===== config.mk =====
export PLATFORM = sky130hd
export DESIGN_NAME = led_scan_matrix
export DESIGN_NICKNAME = d
export VERILOG_FILES = /design/src/rtl/led_scan_pkg.sv /design/src/rtl/led_slot_timer.sv /design/src/rtl/led_pair_latch.sv /design/src/rtl/led_row_driver.sv /design/src/rtl/led_scan_matrix.sv
export SDC_FILE = /design/constraint.sdc
export NUM_CORES = 1
export LEC_CHECK = 0
export BUFFER_PORTS_ARGS = -buffer_cell sky130_fd_sc_hd__buf_4
export CAP_MARGIN = 30
export CELL_PAD_IN_SITES_DETAIL_PLACEMENT = 0
export CELL_PAD_IN_SITES_GLOBAL_PLACEMENT = 1
export CORE_MARGIN = 2
export CORE_UTILIZATION = 44
export CTS_CLUSTER_DIAMETER = 80
export DETAILED_ROUTE_END_ITERATION = 10
export PLACE_DENSITY_LB_ADDON = 0.05
export SYNTH_ARGS = -nofsm -noshare
export SYNTH_HDL_FRONTEND = slang
export SYNTH_SLANG_ARGS = --single-unit

===== constraint.sdc =====
create_clock -name clk -period 5.6 [get_ports clk]
set_input_delay 0 -clock clk [delete_from_list [all_inputs] [get_ports clk]]
set_output_delay 0 -clock clk [all_outputs]
set_load 0.1 [all_outputs]

===== src/rtl/led_scan_pkg.sv =====
package led_scan_pkg;
    localparam int ROWS     = 4;
    localparam int COLS     = 2;
    localparam int CHANNELS = ROWS * COLS;
    localparam int ROW_W    = $clog2(ROWS);

    typedef logic [ROW_W-1:0]    row_sel_t;
    typedef logic [COLS-1:0]     col_vec_t;
    typedef logic [CHANNELS-1:0] chan_vec_t;

    // Current scan position shared by the timer, the latch and the driver.
    typedef struct packed {
        row_sel_t row;
        logic     blank;   // first cycle of a slot
        logic     wrap;    // last cycle of a slot
    } scan_pos_t;

    // Channels of row r sit in bits r*COLS .. r*COLS+COLS-1.
    function automatic col_vec_t pick_pair(input chan_vec_t st, input row_sel_t r);
        col_vec_t res;
        for (int c = 0; c < COLS; c++) begin
            res[c] = st[int'(r) * COLS + c];
        end
        return res;
    endfunction
endpackage


===== src/rtl/led_slot_timer.sv =====
module led_slot_timer
    import led_scan_pkg::*;
#(
    parameter int SLOT_CYCLES = 16026
) (
    input  logic      clk,
    input  logic      rst,
    output scan_pos_t pos
);
    localparam int CNT_W = $clog2(SLOT_CYCLES);
    localparam logic [CNT_W-1:0] LAST = CNT_W'(SLOT_CYCLES - 1);

    logic [CNT_W-1:0] cnt;
    row_sel_t         row;

    always_ff @(posedge clk) begin
        if (rst) begin
            cnt <= '0;
            row <= '0;
        end else if (cnt == LAST) begin
            cnt <= '0;
            row <= row + 1'b1;
        end else begin
            cnt <= cnt + 1'b1;
        end
    end

    always_comb begin
        pos.row   = row;
        pos.blank = (cnt == '0);
        pos.wrap  = (cnt == LAST);
    end

    // the row advances by one, with wrap, after each slot's last cycle
    p_row_advance_r3: assert property (@(posedge clk) disable iff (rst)
        pos.wrap |=> (pos.row == row_sel_t'($past(pos.row) + 1'b1)));

    // a slot's last cycle is followed by the next slot's blank cycle
    p_wrap_then_blank_r3: assert property (@(posedge clk) disable iff (rst)
        pos.wrap |=> pos.blank);

    // the row stays put in the middle of a slot
    p_row_hold_r3: assert property (@(posedge clk) disable iff (rst)
        !pos.wrap |=> $stable(pos.row));
endmodule


===== src/rtl/led_pair_latch.sv =====
module led_pair_latch
    import led_scan_pkg::*;
(
    input  logic      clk,
    input  logic      rst,
    input  scan_pos_t pos,
    input  chan_vec_t status,
    output col_vec_t  pair_q
);
    always_ff @(posedge clk) begin
        if (rst) begin
            pair_q <= '0;
        end else if (pos.blank) begin
            pair_q <= pick_pair(status, pos.row);
        end
    end

    // the sampled pair is held outside the blank cycle
    p_pair_hold_r5: assert property (@(posedge clk) disable iff (rst)
        !$past(pos.blank) |-> $stable(pair_q));
endmodule


===== src/rtl/led_row_driver.sv =====
module led_row_driver
    import led_scan_pkg::*;
(
    input  logic            rst,
    input  scan_pos_t       pos,
    input  col_vec_t        pair_q,
    output logic [ROWS-1:0] row_n,
    output col_vec_t        col
);
    logic lit;
    assign lit = !rst && !pos.blank;

    for (genvar i = 0; i < ROWS; i++) begin : g_row
        assign row_n[i] = !(lit && (pos.row == row_sel_t'(i)));
    end

    assign col = lit ? pair_q : '0;
endmodule


===== src/rtl/led_scan_matrix.sv =====
module led_scan_matrix
    import led_scan_pkg::*;
#(
    parameter int SLOT_CYCLES = 16026
) (
    input  logic       clk,
    input  logic       rst,
    input  logic [7:0] status,
    output logic [3:0] row_n,
    output logic [1:0] col
);
    scan_pos_t pos;
    col_vec_t  pair_q;

    led_slot_timer #(.SLOT_CYCLES(SLOT_CYCLES)) u_timer (
        .clk (clk),
        .rst (rst),
        .pos (pos)
    );

    led_pair_latch u_latch (
        .clk    (clk),
        .rst    (rst),
        .pos    (pos),
        .status (status),
        .pair_q (pair_q)
    );

    led_row_driver u_drive (
        .rst    (rst),
        .pos    (pos),
        .pair_q (pair_q),
        .row_n  (row_n),
        .col    (col)
    );

    // never more than one row sinking
    p_one_row_r2: assert property (@(posedge clk) disable iff (rst)
        $onehot0(~row_n));

    // with every row released the columns are off
    p_dark_cols_r4: assert property (@(posedge clk) disable iff (rst)
        (&row_n) |-> (col == 2'b00));

    // outputs dark while reset is held
    p_reset_dark_r6: assert property (@(posedge clk)
        rst |-> ((&row_n) && (col == 2'b00)));

    // the first cycle after reset is a blank cycle
    p_restart_blank_r6: assert property (@(posedge clk)
        $fell(rst) |-> (&row_n));
endmodule


* After elaboration in Yosys (flattened, before gate mapping)
Index checks and enable logic that the tools add are counted.
Operators by class: $add $sub $neg 3, $lt $le $gt $ge 2, equality and inequality tests 4, muxes and demuxes 6, reduce and logical (&&, ||, !) cells 14
Operators with widths (count):
- $lt 32x5->1 const B | 1
- $add 14x1->14 const B | 1
- $eq 14x14->1 const B | 1
- $logic_not 14->1 | 1
- $logic_not 1->1 | 6
- $logic_and 1x1->1 | 5
- $add 3x1->4 const B | 1
- $eq 2x2->1 const B | 2
- $lt 3x4->1 const B | 1
- $bmux 1 s3 | 1
- $mux 1 | 3
- $add 2x1->2 const B | 1
- $bmux 1 s2 | 1
- $eq 2x1->1 const B | 1
- $logic_not 2->1 | 1
- $mux 2 | 1
- $reduce_or 2->1 | 1
Storage, ports and cells: register bits 18, bits of input ports 10, output and inout bits 6, logic and storage cells 32

* Depth between registers and ports, before layout
Gate-level depths: netlist of the first run.
depth after elaboration 5, gate-level depth with buffers 7, gate-level depth less buffers 6

* Hierarchy
From an unflattened synthesis of the first run, not the netlist that was laid out.
Second synthesis, totals: cells, all modules 102, area, all modules 963.4 µm²
By module, submodules not included:
- led_slot_timer | instances 1, cells an instance 83, area an instance 768.2 µm², sequential area each 320.3 µm²
- led_pair_latch | instances 1, cells an instance 13, area an instance 141.4 µm², sequential area each 40.0 µm²
- led_row_driver | instances 1, cells an instance 6, area an instance 53.8 µm², sequential area each 0.0 µm²

* Least setup slack after synthesis of the first run
Ideal clock, no wire load.
path kind register to output, start register u_timer.cnt[7], end output row_n[0], data arrival time 2.176 ns, data required time 5.600 ns, slack 3.424 ns, stages on the path, launching flop included 5, buffers on the path 0, cells stage by stage dfxtp_1 or4_1 or4_4 nor2b_4 nand2_1
Between the ends: word-level cells in the longest chain between the ends 5
Ends and longest elaborated chain:
- from (decl) | RTL line led_slot_timer.sv:13 | logic [CNT_W-1:0] cnt;
- from (signal assigned) | RTL line led_slot_timer.sv:24 | cnt <= cnt + 1'b1;
- $logic_not 14->1 | RTL line led_slot_timer.sv:30 | pos.blank = (cnt == '0);
- $logic_not 1->1 | RTL line led_row_driver.sv:11 | assign lit = !rst && !pos.blank;
- $logic_and 1x1->1 | RTL line led_row_driver.sv:11
- $logic_and 1x1->1 | RTL line led_row_driver.sv:14 | assign row_n[i] = !(lit && (pos.row == row_sel_t'(i)));
- $logic_not 1->1 | RTL line led_row_driver.sv:14
- to (decl) | RTL line led_scan_matrix.sv:9 | output logic [3:0] row_n,
No other way between the ends.

* Worst setup path after layout of the first run
start register u_timer.cnt[7], end output col[0]
Between the ends: word-level cells in the longest chain between the ends 4
Ends and longest elaborated chain:
- $logic_not 14->1 | RTL line led_slot_timer.sv:30
- $logic_not 1->1 | RTL line led_row_driver.sv:11
- $logic_and 1x1->1 | RTL line led_row_driver.sv:11
- $mux 2 | RTL line led_row_driver.sv:17 | assign col = lit ? pair_q : '0;
- to (decl) | RTL line led_scan_matrix.sv:10 | output logic [1:0] col
No other way between the ends.

==> results_dict.tcl, run 1 <==
set metrics [dict create \
    die_w_um 50.5 \
    place_congestion 0.773 \
    rrSetupSlack_ns 3.75 \
    clock_skew_ns 0.00274 \
    area_delta_synth_final_pct 19.1 \
    cts.path.max_buffers 2 \
    route.detailed.drc 0 \
    n_fill_cell 192 \
    tightest_slew_ns 0.357 \
    crit_family "simple AND/OR/NAND/NOR gates" \
    place_hpwl_um 1270 \
    die_area_um2 2550 \
    period_share_pct 40.8 \
    cpMaxStageDelayCell "or4_4" \
    fmaxAchievable_mhz 437 \
    period_needed_ns 2.29 \
    slew_headroom_pct 76.0 \
    min-delay-start "status[0]" \
    endpoint_kind "primary output" \
    critPathArrivalTime_ns 2.29 \
    hold_violations 0 \
    vias 715 \
    r2r-start "u_timer.cnt[8]" \
    met2_usage_pct 24.6 \
    ff2ff_path_depth 4 \
    synth_edf_count 0 \
    fin_util_pct 56.6 \
    cp.required_ns 5.60 \
    cts_root_buf "clkbuf_4" \
    vdd_ir_drop_max_mv 0.148 \
    viasPerCell 4.80 \
    power_density_nw_per_um2 220 \
    yosysWarningCount 0 \
    holdPathStages 4 \
    synth_area_leader_cell "dfxtp_1" \
    syn_inst 103 \
    status "finished, final reports clean" \
    ys_ff_latch 18 \
    grt_pass1_vias 712 \
    n_antenna_cell 0 \
    critical_path.cell_chain "or4_1 -> or4_4 -> nor2b_4 -> and2_1 -> buf_4" \
    grt_max_degree 15 \
    post_cts_buffers 0 \
    crit_buf_inv 1 \
    synth_area_per_cell_um2 9.24 \
    grt_use_met1_pct 20.9 \
    drive_gt1_share_pct 22.1 \
    insertion_delay_ns 0.30 \
    initial_utilization_pct 47.6 \
    setup_violations 0 \
    grt_usage_pct 16.1 \
    cts_tree "built" \
    rsz0062_at_grt "false" \
    regArea_um2 360 \
    coreArea_um2 2000 \
    hp-class "input pin to flop" \
    portBuffers 15 \
    use_met3_pct 5.36 \
    min_to "u_latch.pair_q[0]" \
    grt_pass1_wl_um 3020 \
    chipHeight_um 50.5 \
    syn_area_um2 952 \
    grt_overflow_total 0 \
    synth_top_area_share_pct 37.8 \
    crit_fanout 6 \
    slew_violations 0 \
    crit_type "flop to primary output" \
    io_pins 16 \
    r2r_end "u_timer.cnt[10]" \
    antenna_found_initial 0 \
    cpPeakStageDelay_ns 0.56 \
    top_usage_layer "met2" \
    nets 140 \
    leakage_nw 0.451 \
    path_clk_slew_ns 0.10 \
    cts_sinks 18 \
    seq_area_frac_synth_pct 37.8 \
    drtIter0Drc 9 \
    wl_per_cell_um 11.6 \
    synth_cell_types 22 \
    multiInputGateArea_um2 558 \
    synthArstFlopShare_pct 0 \
    synth_ff_type "dfxtp_1" \
    cts_buffers 3 \
    antenna_left 0 \
    post_cts_resized 0 \
    drt_first_pass_iters 4 \
    worstSetupStartpointType "flop" \
    syn_nets 120 \
    hold_buffers 1 \
    cap_violations 0 \
    h-tree-depth 1 \
    num_rows 16 \
    synth.area.top_cells "dfxtp_1 38%, xnor2_1 10%, ha_1 9.2%" \
    fin_tns_setup_ns 0 \
    wirelength_um 1730 \
]
==> worst register-to-register path, delay by kind of cell (launching register included) <==
kind,cells,cell delay [ns]
and+or+nand+nor,4,1.40
DFF,1,0.35
==> how the worst max path moves through the flow <==
stage                   start        to  slack [ns]  cells after the start
3_3_place_gp   u_timer.cnt[7]    col[0]        3.67                      5
5_1_grt        u_timer.cnt[7]    col[0]        3.21                      5
3_5_place_dp   u_timer.cnt[7]    col[0]        3.64                      5
4_1_cts        u_timer.cnt[7]    col[0]        3.30                      5
6_report       u_timer.cnt[7]    col[0]        3.31                      5
2_1_floorplan  u_timer.cnt[7]  row_n[0]        3.42                      4
==> per-stage QoR <==
step / instance area (µm²) / hold WS, ns / instances / power [W] / setup slack [ns]
2_1_floorplan: 952 / 0.0724 / 103 / 0.000163 / 3.42
3_3_place_gp: 1090 / 0.235 / 144 / 0.000172 / 3.67
3_5_place_dp: 1090 / 0.235 / 144 / 0.000173 / 3.64
4_1_cts: 1130 / 0.159 / 149 / 0.000253 / 3.30
5_1_grt: 1130 / 0.171 / 149 / 0.000262 / 3.21
6_report: 1130 / 0.152 / 149 / 0.000250 / 3.31
==> state kept, by name, indices dropped and copies added, names as in the netlist <==
| signal | cells |
|---|---|
| u_latch.pair_q | 2 |
| u_timer.cnt | 14 |
| u_timer.row | 2 |
==> power breakdown <==
group          switching [W]   total, W  internal [W]
Sequential        0.00000270   0.000134      0.000131
Clock              0.0000402  0.0000798     0.0000397
Combinational      0.0000203  0.0000363     0.0000160
==> cells in the mapped netlist (2+ instances only) <==
cell type  instances
nand4_1            2
dfxtp_1           18
inv_1              6
nor2_1            21
nand3_1            5
xor2_1             2
xnor2_1           11
mux4_2             2
mux2i_1            3
nor4_1             4
nand2_1            9
or4_4              3
ha_1               7
nor3_1             2
==> metal layers <==
layer,vias to the layer above,share of wire (%),routed length (µm)
li1,383,-,-
met1,322,52,901
met2,6,43,746
met3,4,3.2,56
met4,0,1.6,28
met5,-,0,0
==> layout make-up <==
type                       instances  area share, %
clock buffer                       4           3.20
tap                               27           2.98
multi-input combinational         78           49.2
sequential                        18           31.8
inverter                           6           1.99
timing repair buffer              16           10.8
==> kinds of logic after synthesis <==
kind of cell / synth area share, %
muxes: 7.88
DFF: 37.8
and+or+nand+nor: 29.6
xor gates and xnor gates: 12.0
adders and majority gates: 9.20
buffers and inverters: 3.55
==> cells in the final DEF, fill, tap and decap left out <==
master | synthesis | layout
nor2_1 | 21 | 21
dfxtp_1 | 18 | 18
buf_4 | 0 | 15
xnor2_1 | 11 | 11
nand2_1 | 9 | 9
ha_1 | 7 | 7
inv_1 | 6 | 6
nand3_1 | 5 | 5
nor4_1 | 4 | 4
or4_4 | 3 | 3
mux2i_1 | 3 | 3
clkbuf_4 | 0 | 3
nand4_1 | 2 | 2
nor3_1 | 2 | 2
xor2_1 | 2 | 2
mux4_2 | 2 | 2
nand2b_1 | 1 | 1
or4_1 | 1 | 1
or3_1 | 1 | 1
nor2b_4 | 1 | 1
and2_1 | 1 | 1
and2_4 | 1 | 1
nand2b_4 | 1 | 1
clkbuf_8 | 0 | 1
dlygate4sd3_1 | 0 | 1
(Power assumes the default switching activity.)
==> inputs of run 2 (changes only) <==
--- a/config.mk
+++ b/config.mk
@@ -5,12 +5,13 @@
 export SDC_FILE = /design/constraint.sdc
 export NUM_CORES = 1
 export LEC_CHECK = 0
+export ABC_AREA = 1
 export BUFFER_PORTS_ARGS = -buffer_cell sky130_fd_sc_hd__buf_4
 export CAP_MARGIN = 30
 export CELL_PAD_IN_SITES_DETAIL_PLACEMENT = 0
 export CELL_PAD_IN_SITES_GLOBAL_PLACEMENT = 1
 export CORE_MARGIN = 2
-export CORE_UTILIZATION = 44
+export CORE_UTILIZATION = 36
 export CTS_CLUSTER_DIAMETER = 80
 export DETAILED_ROUTE_END_ITERATION = 10
 export PLACE_DENSITY_LB_ADDON = 0.05
==> constraint.sdc (replaced) <==
create_clock -name clk -period 1.88 [get_ports clk]
set_input_delay 0 -clock clk [delete_from_list [all_inputs] [get_ports clk]]
set_output_delay 0 -clock clk [all_outputs]
set_load 0.1 [all_outputs]
==> run 2 against run 1 <==
Effect of this change: power rose to 3.1 times the previous value; largest cell class unchanged; register-to-register slack got worse by 3.4 ns; critical endpoint unchanged; first-iteration DRC count increased to 3.7 times the previous value; non-clock buffer count is 2 higher; sequential share of layout area down 7.1 points.
==> results_dict.tcl, run 2 <==
set metrics [dict create \
    place_congestion 0.745 \
    slew_headroom_pct 65.0 \
    grt_usage_pct 14.8 \
    cpMaxStageDelayCell "dfxtp_2" \
    coreArea_um2 3310 \
    final_common_cell "nand2_1" \
    grt_pass1_wl_um 4690 \
    cp.required_ns 1.88 \
    die_w_um 62.7 \
    final_cell_mix "45 x nand2_1, 34 x inv_1, 31 x nor2_1" \
    fin_area_um2 1460 \
    insertion_delay_ns 0.31 \
    syn_area_um2 1240 \
    io_pins 16 \
    area_delta_synth_final_pct 18.1 \
    vdd_ir_drop_max_mv 0.264 \
    synthArstFlopShare_pct 0 \
    vias 1142 \
    cts.path.max_buffers 2 \
    endpoint_kind "primary output" \
    yosysWarningCount 0 \
    top_register "u_timer.cnt" \
    route.detailed.drc 0 \
    synth_top_area_share_pct 29.1 \
    top_usage_layer "met2" \
    cts_root_buf "clkbuf_4" \
    cts_sinks 18 \
    tightest_slew_ns 0.523 \
    fin_util_pct 44.2 \
    crit_buf_inv 3 \
    slew_violations 0 \
    crit_type "flop to primary output" \
    seq_area_frac_synth_pct 29.1 \
    n_fill_cell 393 \
    status "finished, final reports clean" \
    ys_ff_latch 18 \
    crit_fanout 7 \
    die_area_um2 3930 \
    multiInputGateArea_um2 727 \
    nets 230 \
    synth_area_leader_cell "dfxtp_1" \
    synth.area.top_cells "dfxtp_1 29%, nand2_1 14%, inv_1 10%" \
    antenna_found_initial 0 \
    syn_inst 192 \
    drive_gt1_share_pct 19.3 \
    grt_overflow_total 0 \
    antenna_left 0 \
    grt_max_degree 14 \
    dpl_cell_area_um2 1410 \
    cts_tree "built" \
    worstSetupStartpointType "flop" \
    use_met3_pct 3.06 \
    post_cts_buffers 0 \
    hold_violations 0 \
    hp-class "input pin to flop" \
    synth_cell_types 19 \
    leakage_nw 0.688 \
    path_clk_slew_ns 0.12 \
    grt_pass1_vias 1072 \
    n_antenna_cell 0 \
    yosysMostFrequentCell "nand2_1" \
    synth_edf_count 0 \
    viasPerCell 4.43 \
    rsz0062_at_grt "false" \
    cts_buffers 3 \
    synth_ff_type "dfxtp_1" \
    critical_path.cell_chain "inv_1 -> ha_1 -> nand3_1 -> nor2_1 -> nand2_2 -> nand3_1 -> inv_1 -> buf_6" \
    grt_use_met1_pct 21.1 \
    wl_per_cell_um 10.4 \
    h-tree-depth 1 \
    met2_usage_pct 22.3 \
    fin_tns_setup_ns 0 \
    clock_skew_ns 0.00665 \
    drt_first_pass_iters 4 \
    chipHeight_um 62.7 \
    num_rows 21 \
    period_share_pct 89.5 \
    initial_utilization_pct 37.4 \
    synth_area_per_cell_um2 6.45 \
    place_hpwl_um 2180 \
    drtIter0Drc 33 \
    wirelength_um 2680 \
    setup_violations 0 \
    crit_family "flip-flops" \
    synthTopCellsByCount "46 x nand2_1, 34 x inv_1, 31 x nor2_1, 21 x nand3_1, 18 x dfxtp_1" \
    power_density_nw_per_um2 531 \
    cap_violations 0 \
    syn_nets 209 \
    period_needed_ns 1.68 \
    largest_registers "u_timer.cnt (14), u_latch.pair_q (2), u_timer.row (2)" \
    critPathArrivalTime_ns 1.68 \
    fmaxAchievable_mhz 594 \
    regArea_um2 362 \
    portBuffers 15 \
    cpPeakStageDelay_ns 0.41 \
    largest_reg_flops 14 \
]
## run 2: cell count changes after synthesis, moves of 9 or more
| cell | change |
|---|---|
| nand2_1 | +37 |
| xnor2_1 | -9 |
| nor2_2 | +10 |
| nand3_1 | +16 |
| inv_1 | +28 |
| nor2_1 | +10 |
## run 2: layer usage
layer / vias to the layer above / share of wire (%) / routed length (µm)
met3: 4 / 2.5 / 66
met4: 0 / 1.1 / 29
met2: 10 / 42 / 1140
li1: 623 / - / -
met5: - / 0 / 0
met1: 505 / 54 / 1450
## run 2: layout make-up
class,count,share of cell area (%)
Multi-Input combinational cell,136,49.7
Sequential cell,18,24.7
Timing Repair Buffer,18,9.92
Inverter,36,9.24
Tap cell,46,3.93
Clock buffer,4,2.48
## run 2: path summary, 6_finish.rpt
kind | startpoint | endpoint | slack, ns | cells past startpoint
hold reg to reg | u_timer.cnt[0] | u_timer.cnt[0] | 0.49 | 1
hold / removal | status[2] | u_latch.pair_q[0] | 0.13 | 7
setup / recovery | u_timer.cnt[0] | col[0] | 0.20 | 8
setup reg to reg | u_timer.cnt[1] | u_timer.cnt[12] | 0.38 | 7
## run 2: cell families after synthesis
kind of cell	after synthesis	synth area share, %
buffers and inverters	38	12.4
xor gates and xnor gates	6	4.24
adders and majority gates	7	7.07
and+or+nand+nor	120	44.6
AOI/OAI and AO/OA	3	2.53
DFF	18	29.1
## run 2: tightest hold or removal path: stages
cell and delay (ns):
buf_4 0.08, inv_1 0.03, nand2_1 0.04, nand3_1 0.06, nand2_1 0.07, nand4_1 0.08
nand2_1 0.06
## run 2: through the flow
stage / worst slack [ns] / power (W) / instances / hold slack [ns]
2_1_floorplan: 0.216 / 0.000493 / 192 / 0.148
3_3_place_gp: 0.372 / 0.000522 / 253 / 0.243
5_1_grt: 0.0375 / 0.000814 / 258 / 0.171
4_1_cts: 0.0395 / 0.000787 / 258 / 0.131
3_5_place_dp: 0.303 / 0.000524 / 253 / 0.257
6_report: 0.198 / 0.000776 / 258 / 0.134
## run 2: power breakdown
part           internal (W)  switching, W  leakage [nW]
combinational     0.0000424     0.0000758         0.521
sequential         0.000391    0.00000870         0.146
clock              0.000118      0.000140        0.0210
total              0.000552      0.000224         0.688
## run 2: repair_timing
item	in CTS	in global routing
gates cloned	0	0
hold endpoints to repair	1	0
endpoints found under the setup margin	2	6
hold buffers	1	0
gates resized for setup	2	2
==> inputs of run 3 (changes only) <==
--- a/config.mk
+++ b/config.mk
@@ -7,14 +7,14 @@
 export LEC_CHECK = 0
 export ABC_AREA = 1
 export BUFFER_PORTS_ARGS = -buffer_cell sky130_fd_sc_hd__buf_4
-export CAP_MARGIN = 30
 export CELL_PAD_IN_SITES_DETAIL_PLACEMENT = 0
 export CELL_PAD_IN_SITES_GLOBAL_PLACEMENT = 1
 export CORE_MARGIN = 2
-export CORE_UTILIZATION = 36
+export CORE_UTILIZATION = 25
 export CTS_CLUSTER_DIAMETER = 80
 export DETAILED_ROUTE_END_ITERATION = 10
 export PLACE_DENSITY_LB_ADDON = 0.05
+export REMOVE_ABC_BUFFERS = 1
 export SYNTH_ARGS = -nofsm -noshare
 export SYNTH_HDL_FRONTEND = slang
 export SYNTH_SLANG_ARGS = --single-unit
==> run 3 against run 2 <==
Effect of this change: die area up 41%; critical path depth unchanged; first-iteration DRC count up 36%; register-to-register slack about the same; critical path type unchanged.
==> results_dict.tcl, run 3 (synthesis results as in run 2) <==
set metrics [dict create \
    status "finished, final reports clean" \
    grt_overflow_total 0 \
    antenna_found_initial 0 \
    slew_violations 0 \
    n_fill_cell 539 \
    slew_headroom_pct 62.4 \
    fmaxAchievable_mhz 593 \
    cts_tree "built" \
    cts_buffers 3 \
    portBuffers 15 \
    die_w_um 74.4 \
    p_sw_w 0.000225 \
    insertion_delay_ns 0.26 \
    die_area_um2 5530 \
    grt_usage_pct 12.0 \
    vdd_ir_drop_max_mv 0.217 \
    crit_type "flop to primary output" \
    h-tree-depth 1 \
    n_antenna_cell 0 \
    cpPeakStageDelay_ns 0.39 \
    switching_share_pct 26.6 \
    clock_skew_ns 0.00263 \
    period_needed_ns 1.69 \
    grt_pass1_vias 1105 \
    wl_per_cell_um 10.6 \
    coreArea_um2 4750 \
    fin_area_um2 1500 \
    cp.required_ns 1.88 \
    route.detailed.drc 0 \
    endpoint_kind "primary output" \
    area_delta_synth_final_pct 20.9 \
    path_clk_slew_ns 0.07 \
    post_cts_buffers 0 \
    chipHeight_um 74.4 \
    final_common_cell "nand2_1" \
    power_frac_comb_pct 14.0 \
    p_seq_share_pct 47.3 \
    critPathArrivalTime_ns 1.69 \
    wirelength_um 2940 \
    cts.path.max_buffers 2 \
    cts_sinks 18 \
    period_share_pct 89.6 \
    cpMaxStageDelayCell "dfxtp_2" \
    tightest_slew_ns 0.562 \
    drtIter0Drc 45 \
    worstSetupStartpointType "flop" \
    dpl_cell_area_um2 1420 \
    drt_first_pass_iters 4 \
    power_w 0.000844 \
    grt_max_degree 14 \
    io_pins 16 \
    viasPerCell 4.07 \
    top_register "u_timer.cnt" \
    largest_registers "u_timer.cnt (14), u_latch.pair_q (2), u_timer.row (2)" \
    num_rows 25 \
    vias 1131 \
    setup_violations 0 \
    fin_tns_setup_ns 0 \
    p_int_w 0.000620 \
    cap_violations 0 \
    final_cell_mix "46 x nand2_1, 34 x inv_1, 31 x nor2_1" \
    hp-class "input pin to flop" \
    critical_path.cell_chain "inv_1 -> ha_1 -> nand3_1 -> nor2_1 -> nand2_1 -> nand3_1 -> inv_1 -> buf_6" \
    place_congestion 0.754 \
    grt_pass1_wl_um 5070 \
    leakage_nw 0.691 \
    drive_gt1_share_pct 18.5 \
    cts_root_buf "clkbuf_8" \
    initial_utilization_pct 26.1 \
    crit_fanout 7 \
    power_density_nw_per_um2 564 \
    place_hpwl_um 2390 \
    hold_violations 0 \
    p_clk_share_pct 38.7 \
    largest_reg_flops 14 \
    rsz0062_at_grt "false" \
    antenna_left 0 \
    nets 229 \
]
==> run 3: per-layer routing <==
metal | up-vias | track usage [%] | share of wire (%)
li1 | 620 | - | -
met1 | 494 | 16.4 | 53
met2 | 12 | 19.0 | 43
met3 | 5 | 2.17 | 2.5
met4 | 0 | 4.17 | 1.6
met5 | - | 0 | 0
==> run 3: area by class of cell <==
cell class                 count  area, µm²  share of cell area (%)
clock buffer                   4       55.1                    3.68
multi-input combinational    136        724                    48.4
timing repair buffer          17        138                    9.19
inverter                      36        135                    9.02
tap                           67       83.8                    5.60
sequential                    18        362                    24.1
==> run 3: critical path, delay by kind of cell, from the launching register on <==
family	cells	cell delay (ns)
AND/OR/NAND/NOR	4	0.45
flip-flops	1	0.39
adder cells (fa/ha/maj)	1	0.21
buffers and inverters	3	0.37
==> run 3: final timing paths <==
| check | to | start | slack, ns | cells past startpoint |
|---|---|---|---|---|
| worst min-delay path | u_latch.pair_q[1] | status[7] | 0.16 | 7 |
| worst min register to register | u_timer.cnt[0] | u_timer.cnt[0] | 0.48 | 1 |
| worst max-delay path | col[0] | u_timer.cnt[0] | 0.19 | 8 |
| worst max register to register | u_timer.cnt[12] | u_timer.cnt[1] | 0.37 | 7 |
==> run 3: per-stage QoR <==
step,hold WS [ns],instances,util [%],setup slack (ns)
floorplan,0.148,190,-,0.216
global placement,0.257,273,29.9,0.327
detailed placement,0.251,273,29.9,0.266
CTS,0.175,278,31.3,0.0245
global route,0.219,278,31.5,0.0575
finish,0.163,278,31.5,0.195
==> run 3: power groups by stage <==
stage | clock (W) | sequential [W] | combinational, W
finish | 0.000326 | 0.000400 | 0.000118
global route | 0.000354 | 0.000401 | 0.000131
CTS | 0.000341 | 0.000400 | 0.000119
detailed placement | 0 | 0.000409 | 0.000117
global placement | 0 | 0.000408 | 0.000116
floorplan | 0 | 0.000407 | 0.0000821
==> run 3: timing repair <==
item	CTS	global route
gates resized for setup	0	3
hold buffers	1	0
endpoints found under the setup margin	0	2
endpoints found under the hold margin	1	0
